===== config.mk =====
export PLATFORM = sky130hd
export DESIGN_NAME = refclk_switch_seq
export DESIGN_NICKNAME = d
export VERILOG_FILES = /design/src/rtl/refsw_pkg.sv /design/src/rtl/refsw_sync.sv /design/src/rtl/refsw_rst_gen.sv /design/src/rtl/refsw_cnt.sv /design/src/rtl/refclk_switch_seq.sv
export SDC_FILE = /design/constraint.sdc
export NUM_CORES = 1
export LEC_CHECK = 0
export BUFFER_PORTS_ARGS = -buffer_cell sky130_fd_sc_hd__buf_4
export CAP_MARGIN = 10
export CORE_ASPECT_RATIO = 1.2
export CORE_UTILIZATION = 60
export DETAILED_ROUTE_END_ITERATION = 12
export PLACE_DENSITY = 0.78
export SLEW_MARGIN = 20
export SYNTH_ARGS = -nofsm -noshare
export SYNTH_HDL_FRONTEND = slang
export SYNTH_SLANG_ARGS = --single-unit

===== constraint.sdc =====
create_clock -name clk -period 3.8 [get_ports clk]
set_input_delay 0.76 -clock clk [delete_from_list [all_inputs] [get_ports clk]]
set_output_delay 0.76 -clock clk [all_outputs]
set_load 0.01 [all_outputs]

===== src/rtl/refsw_pkg.sv =====
// Package: shared state encoding for the reference switchover sequencer.
// Assumes: nothing beyond the importing modules.
package refsw_pkg;

    typedef enum logic [2:0] {
        ST_IDLE      = 3'd0,
        ST_HOLD_PRE  = 3'd1,
        ST_HOLD_POST = 3'd2,
        ST_WAIT_LOCK = 3'd3,
        ST_PWRDN     = 3'd4
    } seq_state_t;

endpackage


===== src/rtl/refsw_sync.sv =====
// Module: multi-stage flop synchroniser for a single asynchronous level.
// Assumes: the input is a slow level (lock), so no pulse stretching is needed.
module refsw_sync #(
    parameter int STAGES = 2
) (
    input  logic clk,
    input  logic rst_n,
    input  logic d,
    output logic q
);
    logic [STAGES-1:0] chain_q;

    // Shift the asynchronous level through the flop chain.
    always_ff @(posedge clk) begin
        if (!rst_n) begin
            chain_q <= '0;
        end else begin
            chain_q <= {chain_q[STAGES-2:0], d};
        end
    end

    assign q = chain_q[STAGES-1];
endmodule


===== src/rtl/refsw_rst_gen.sv =====
// Module: reset driver for the clock unit. Assertion follows hold_req at once,
// release is delayed through STAGES flops of the running clock.
// Assumes: hold_req comes from a register in the clk domain.
module refsw_rst_gen #(
    parameter int STAGES = 2
) (
    input  logic clk,
    input  logic rst_n,
    input  logic hold_req,
    output logic unit_rst
);
    logic [STAGES-1:0] tail_q;

    // Fill the release chain while the hold is requested, drain it afterwards.
    always_ff @(posedge clk) begin
        if (!rst_n) begin
            tail_q <= '0;
        end else begin
            tail_q[0] <= hold_req;
            for (int i = 1; i < STAGES; i++) begin
                tail_q[i] <= tail_q[i-1];
            end
        end
    end

    assign unit_rst = hold_req | tail_q[STAGES-1];
endmodule


===== src/rtl/refsw_cnt.sv =====
// Module: saturating phase counter, cleared on every state change.
// Assumes: WIDTH covers the largest compare value of the sequencer.
module refsw_cnt #(
    parameter int WIDTH = 10
) (
    input  logic             clk,
    input  logic             rst_n,
    input  logic             clr,
    output logic [WIDTH-1:0] value
);
    localparam logic [WIDTH-1:0] TOP = '1;

    // Count cycles spent in the current phase, stopping at the top value.
    always_ff @(posedge clk) begin
        if (!rst_n || clr) begin
            value <= '0;
        end else if (value != TOP) begin
            value <= value + 1'b1;
        end
    end
endmodule


===== src/rtl/refclk_switch_seq.sv =====
// Module: top of the reference clock switchover sequencer. The FSM runs
// reset hold, select change, reset hold, synchronised release and lock wait,
// and it gates power-down to the idle state.
// Assumes: the clock unit drops lock while it is held in reset, and clk keeps
// running while the unit is reset or powered down.
module refclk_switch_seq
    import refsw_pkg::*;
#(
    parameter int HOLD_CYC    = 8,
    parameter int LOCK_TMO    = 1024,
    parameter int SYNC_STAGES = 2,
    parameter bit SEL_INIT    = 1'b1
) (
    input  logic clk,
    input  logic rst_n,
    input  logic sw_req,
    input  logic sw_target,
    input  logic pd_req,
    input  logic lock_in,
    output logic unit_sel,
    output logic unit_rst,
    output logic unit_pwrdn,
    output logic busy,
    output logic done,
    output logic timeout_err
);
    localparam int CNT_MAX = (HOLD_CYC > LOCK_TMO) ? HOLD_CYC : LOCK_TMO;
    localparam int CNT_W   = $clog2(CNT_MAX + 1);
    localparam logic [CNT_W-1:0] HOLD_LAST = CNT_W'(HOLD_CYC - 1);
    localparam logic [CNT_W-1:0] TMO_LAST  = CNT_W'(LOCK_TMO - 1);

    seq_state_t       state_q, state_d;
    logic [CNT_W-1:0] cnt;
    logic             cnt_clr;
    logic             hold_end, tmo_end;
    logic             lock_s, lock_ok;
    logic             hold_req;
    logic             accept_sw;
    logic             target_q, sel_q, done_q, err_q;

    refsw_sync #(.STAGES(SYNC_STAGES)) lock_sync_i (
        .clk   (clk),
        .rst_n (rst_n),
        .d     (lock_in),
        .q     (lock_s)
    );

    refsw_cnt #(.WIDTH(CNT_W)) phase_cnt_i (
        .clk   (clk),
        .rst_n (rst_n),
        .clr   (cnt_clr),
        .value (cnt)
    );

    refsw_rst_gen #(.STAGES(SYNC_STAGES)) rst_gen_i (
        .clk      (clk),
        .rst_n    (rst_n),
        .hold_req (hold_req),
        .unit_rst (unit_rst)
    );

    assign hold_end  = (cnt == HOLD_LAST);
    assign tmo_end   = (cnt == TMO_LAST);
    assign lock_ok   = lock_s & ~unit_rst;
    assign accept_sw = (state_q == ST_IDLE) && sw_req;
    assign cnt_clr   = (state_d != state_q);
    assign hold_req  = (state_q == ST_HOLD_PRE) || (state_q == ST_HOLD_POST)
                    || (state_q == ST_PWRDN);

    // Next-state selection for the switchover and power-down sequences.
    always_comb begin
        state_d = state_q;
        unique case (state_q)
            ST_IDLE: begin
                if (sw_req)      state_d = ST_HOLD_PRE;
                else if (pd_req) state_d = ST_PWRDN;
            end
            ST_HOLD_PRE:  if (hold_end) state_d = ST_HOLD_POST;
            ST_HOLD_POST: if (hold_end) state_d = ST_WAIT_LOCK;
            ST_WAIT_LOCK: if (lock_ok || tmo_end) state_d = ST_IDLE;
            ST_PWRDN:     if (!pd_req) state_d = ST_HOLD_POST;
            default:      state_d = ST_IDLE;
        endcase
    end

    // State register.
    always_ff @(posedge clk) begin
        if (!rst_n) state_q <= ST_IDLE;
        else        state_q <= state_d;
    end

    // Capture the requested target and apply it at the end of the first hold.
    always_ff @(posedge clk) begin
        if (!rst_n) begin
            target_q <= SEL_INIT;
            sel_q    <= SEL_INIT;
        end else begin
            if (accept_sw) target_q <= sw_target;
            if (state_q == ST_HOLD_PRE && hold_end) sel_q <= target_q;
        end
    end

    // Completion pulse and sticky timeout flag.
    always_ff @(posedge clk) begin
        if (!rst_n) begin
            done_q <= 1'b0;
            err_q  <= 1'b0;
        end else begin
            done_q <= (state_q == ST_WAIT_LOCK) && lock_ok;
            if (accept_sw) begin
                err_q <= 1'b0;
            end else if (state_q == ST_WAIT_LOCK && !lock_ok && tmo_end) begin
                err_q <= 1'b1;
            end
        end
    end

    assign unit_sel    = sel_q;
    assign unit_pwrdn  = (state_q == ST_PWRDN);
    assign busy        = (state_q == ST_HOLD_PRE) || (state_q == ST_HOLD_POST)
                      || (state_q == ST_WAIT_LOCK);
    assign done        = done_q;
    assign timeout_err = err_q;
endmodule


==> flow_summary_export.csv <==
group,metric,value,unit
run_status,status,"completed",
logic_synthesis,yosysUniqueCellTypes,35,
timing,rsz0062_at_grt,"false",
logic_synthesis,netlist_area,1120,um2
timing,slew_headroom,0.581,
timing,worst_pin_slew,626,ps
logic_synthesis,syn-num-nets,134,
floorplanning,start_util,0.664,
drt,dr.pass1.iters,4,
pwr,p_total,0.484,mW
critical_path,worstSetupPathType,"register to register",
logic_synthesis,synth_compound_area_frac,0.166,
floorplanning,pin_count,12,
cts,h-tree-depth,1,
drt,via_per_inst,5.94,
grt,antenna_found_initial,0,
logic_synthesis,ys_seq_area_frac,0.394,
cts,clock-root-buffer,"clkbuf_4",
finish,diodes,0,
place,io_buffers,11,
critical_path,cp_num_buf_inv,0,
timing,setup_violations,0,
critical_path,crit_chain,"ha_1, and3b_1, nor4bb_1, or3b_4, a2111o_1, a21boi_0",
floorplanning,dieHeight,49.3,um
critical_path,rrSetupSlack,1490,ps
logic_synthesis,yosys_warnings,0,
finish,final_common_cell,"dfxtp_1",
grt,grt_pass1_vias,798,
critical_path,arrival,2550,ps
cts,cts_tree,"yes",
logic_synthesis,synth_top_flop_cell,"dfxtp_1",
cts,clk_pin_slew,130,ps
logic_synthesis,netlist_instances,127,
floorplanning,dieWidth,41.4,um
logic_synthesis,yosys.area_share.simple,0.284,
critical_path,crit_family,"compound AO/OA/AOI/OAI gates",
critical_path,cp_slowest_stage_delay,620,ps
timing,period_share,0.608,
timing,clock_skew,5.32,ps
timing,period_minus_slack,2310,ps
finish,drive_above_1_share,0.213,
critical_path,cp_data_required_time,4040,ps
logic_synthesis,synthAdderAreaFrac,0.0112,
timing,slew_viol_final,0,
logic_synthesis,ys_seq_elements,22,
worst_hold_path,hp-start,"rst_gen_i.tail_q[0]",
drt,drt-total-wl,2.04,mm
critical_path,crit_slowest_cell,"a2111o_1",
pwr,p_per_area,390,nW/um2
logic_synthesis,synth-xor-area-share,0.0470,
grt,track_usage,0.223,
cts,insertion_delay,310,ps
drt,antenna_left,0,
cts,cts_resized,0,
drt,drc,0,
critical_path,regToRegStartpoint,"phase_cnt_i.value[0]",
cts,cts_buffer_depth,2,
place,place_congestion,0.694,
cts,clock-sinks,22,
grt,grt_pass1_wl,3.21,mm
pwr,p_leak,0.478,nW
logic_synthesis,synth_top_family_by_area,"simple AND/OR/NAND/NOR gates",
logic_synthesis,syn-mean-instance-area,8.80,um2
finish,final_cells,154,
critical_path,cp-end-kind,"register",
timing,finalHoldViolations,0,
critical_path,startpoint,"phase_cnt_i.value[0]",
grt,grt_max_degree,14,
drt,detail_route.wl_per_cell,13.2,um
finish,final_nets,144,
grt,gr-total-overflow,0,
place,dpl.cell_count,150,
floorplanning,die_area,2040,um2
flow_run,drv_cap,0,
floorplanning,rows,16,
critical_path,startpoint_type,"register",
drt,drtIter0Drc,17,
finish,syn_to_final_growth,11.0,%
timing,hold_slack,449,ps
critical_path,path_max_fanout,11,
cts,post-cts-setup-buffers,0,
pwr,ir_worst_vdd,0.000320,V
cts,ctsHoldBuffers,0,
timing,setup_tns,0,ps
finish,final_cell_mix,"dfxtp_1, buf_4, nand2_1",
logic_synthesis,synthMuxAreaShare,0.0560,
logic_synthesis,synth_edf_count,0,
logic_synthesis,ys_async_sr_fraction,0,
timing,max_freq,433,MHz
place,dp_hpwl,1.48,mm
drt,vias,915,
cts,cts_buffers,3,
worst_hold_path,hold_class,"register to register",
floorplanning,coreArea,1680,um2
-- layout make-up --
cell class                 count  area [um2]
tap                           18        22.5
fill                         135         442
multi-input combinational     96         631
clock inverter                 1        30.0
clock buffer                   3        22.5
inverter                       3        11.3
timing repair buffer          11        82.6
sequential                    22         440
-- cell usage after synthesis (2+ instances only) --
cell | n | area (um2)
dfxtp_1 | 22 | 440
nand2_1 | 10 | 37.5
nand3_1 | 8 | 40.0
nor2_1 | 8 | 30.0
nor3_1 | 8 | 40.0
a21oi_2 | 7 | 61.3
and2_1 | 6 | 37.5
a21oi_1 | 5 | 25.0
o21ai_0 | 5 | 25.0
xnor2_1 | 5 | 43.8
mux2i_1 | 4 | 40.0
a21boi_2 | 3 | 33.8
and3_1 | 3 | 18.8
clkbuf_1 | 3 | 11.3
inv_1 | 3 | 11.3
nand2b_1 | 3 | 18.8
a31oi_1 | 2 | 12.5
and4_1 | 2 | 17.5
mux2_2 | 2 | 22.5
nand4_1 | 2 | 12.5
nor4_1 | 2 | 12.5
-- through the flow --
stage	worst slack (ps)	instance area, um2	util
after global routing	1310	1240	0.737
final	1490	1240	0.737
after global placement	1400	1190	0.706
after CTS	1470	1240	0.737
after detailed placement	1320	1190	0.706
after floorplan	1840	1120	-
-- cells by family after synthesis --
logic type,after synthesis
AOI/OAI and AO/OA,25
and+or+nand+nor,58
xor gates and xnor gates,6
DFF,22
adders and majority gates,1
muxes,6
buffers and inverters,9
-- worst reg2reg max path, delay by kind of cell (launching register included) --
| kind | cells | cell delay, ps |
|---|---|---|
| flops | 1 | 360 |
| fa+ha+maj | 1 | 240 |
| simple gates | 3 | 760 |
| compound gates | 2 | 870 |
-- power breakdown --
group | switching, mW | leakage, nW | internal [mW]
Clock | 0.0731 | 0.0279 | 0.107
Sequential | 0.00942 | 0.179 | 0.239
Combinational | 0.0300 | 0.271 | 0.0258
-- final timing paths --
path / to / depth (start not counted)
worst min register to register: rst_gen_i.tail_q[1] / 1
worst max-delay path: phase_cnt_i.value[5] / 6
worst max register to register: phase_cnt_i.value[5] / 6
worst min-delay path: rst_gen_i.tail_q[1] / 1
-- metal layers --
layer | vias to the layer above | track usage | wire length (um)
li1 | 470 | - | -
met1 | 425 | 0.268 | 950
met2 | 18 | 0.388 | 1020
met3 | 2 | 0.0274 | 56
met4 | 0 | 0.0645 | 14
met5 | - | 0 | 0
-- registers in the layout, indices dropped and copies added (netlist names) --
name	flops
done	1
lock_sync_i.chain_q	2
phase_cnt_i.value	11
rst_gen_i.tail_q	2
state_q	3
target_q	1
timeout_err	1
unit_sel	1
Power figures use the tool's default switching activity.
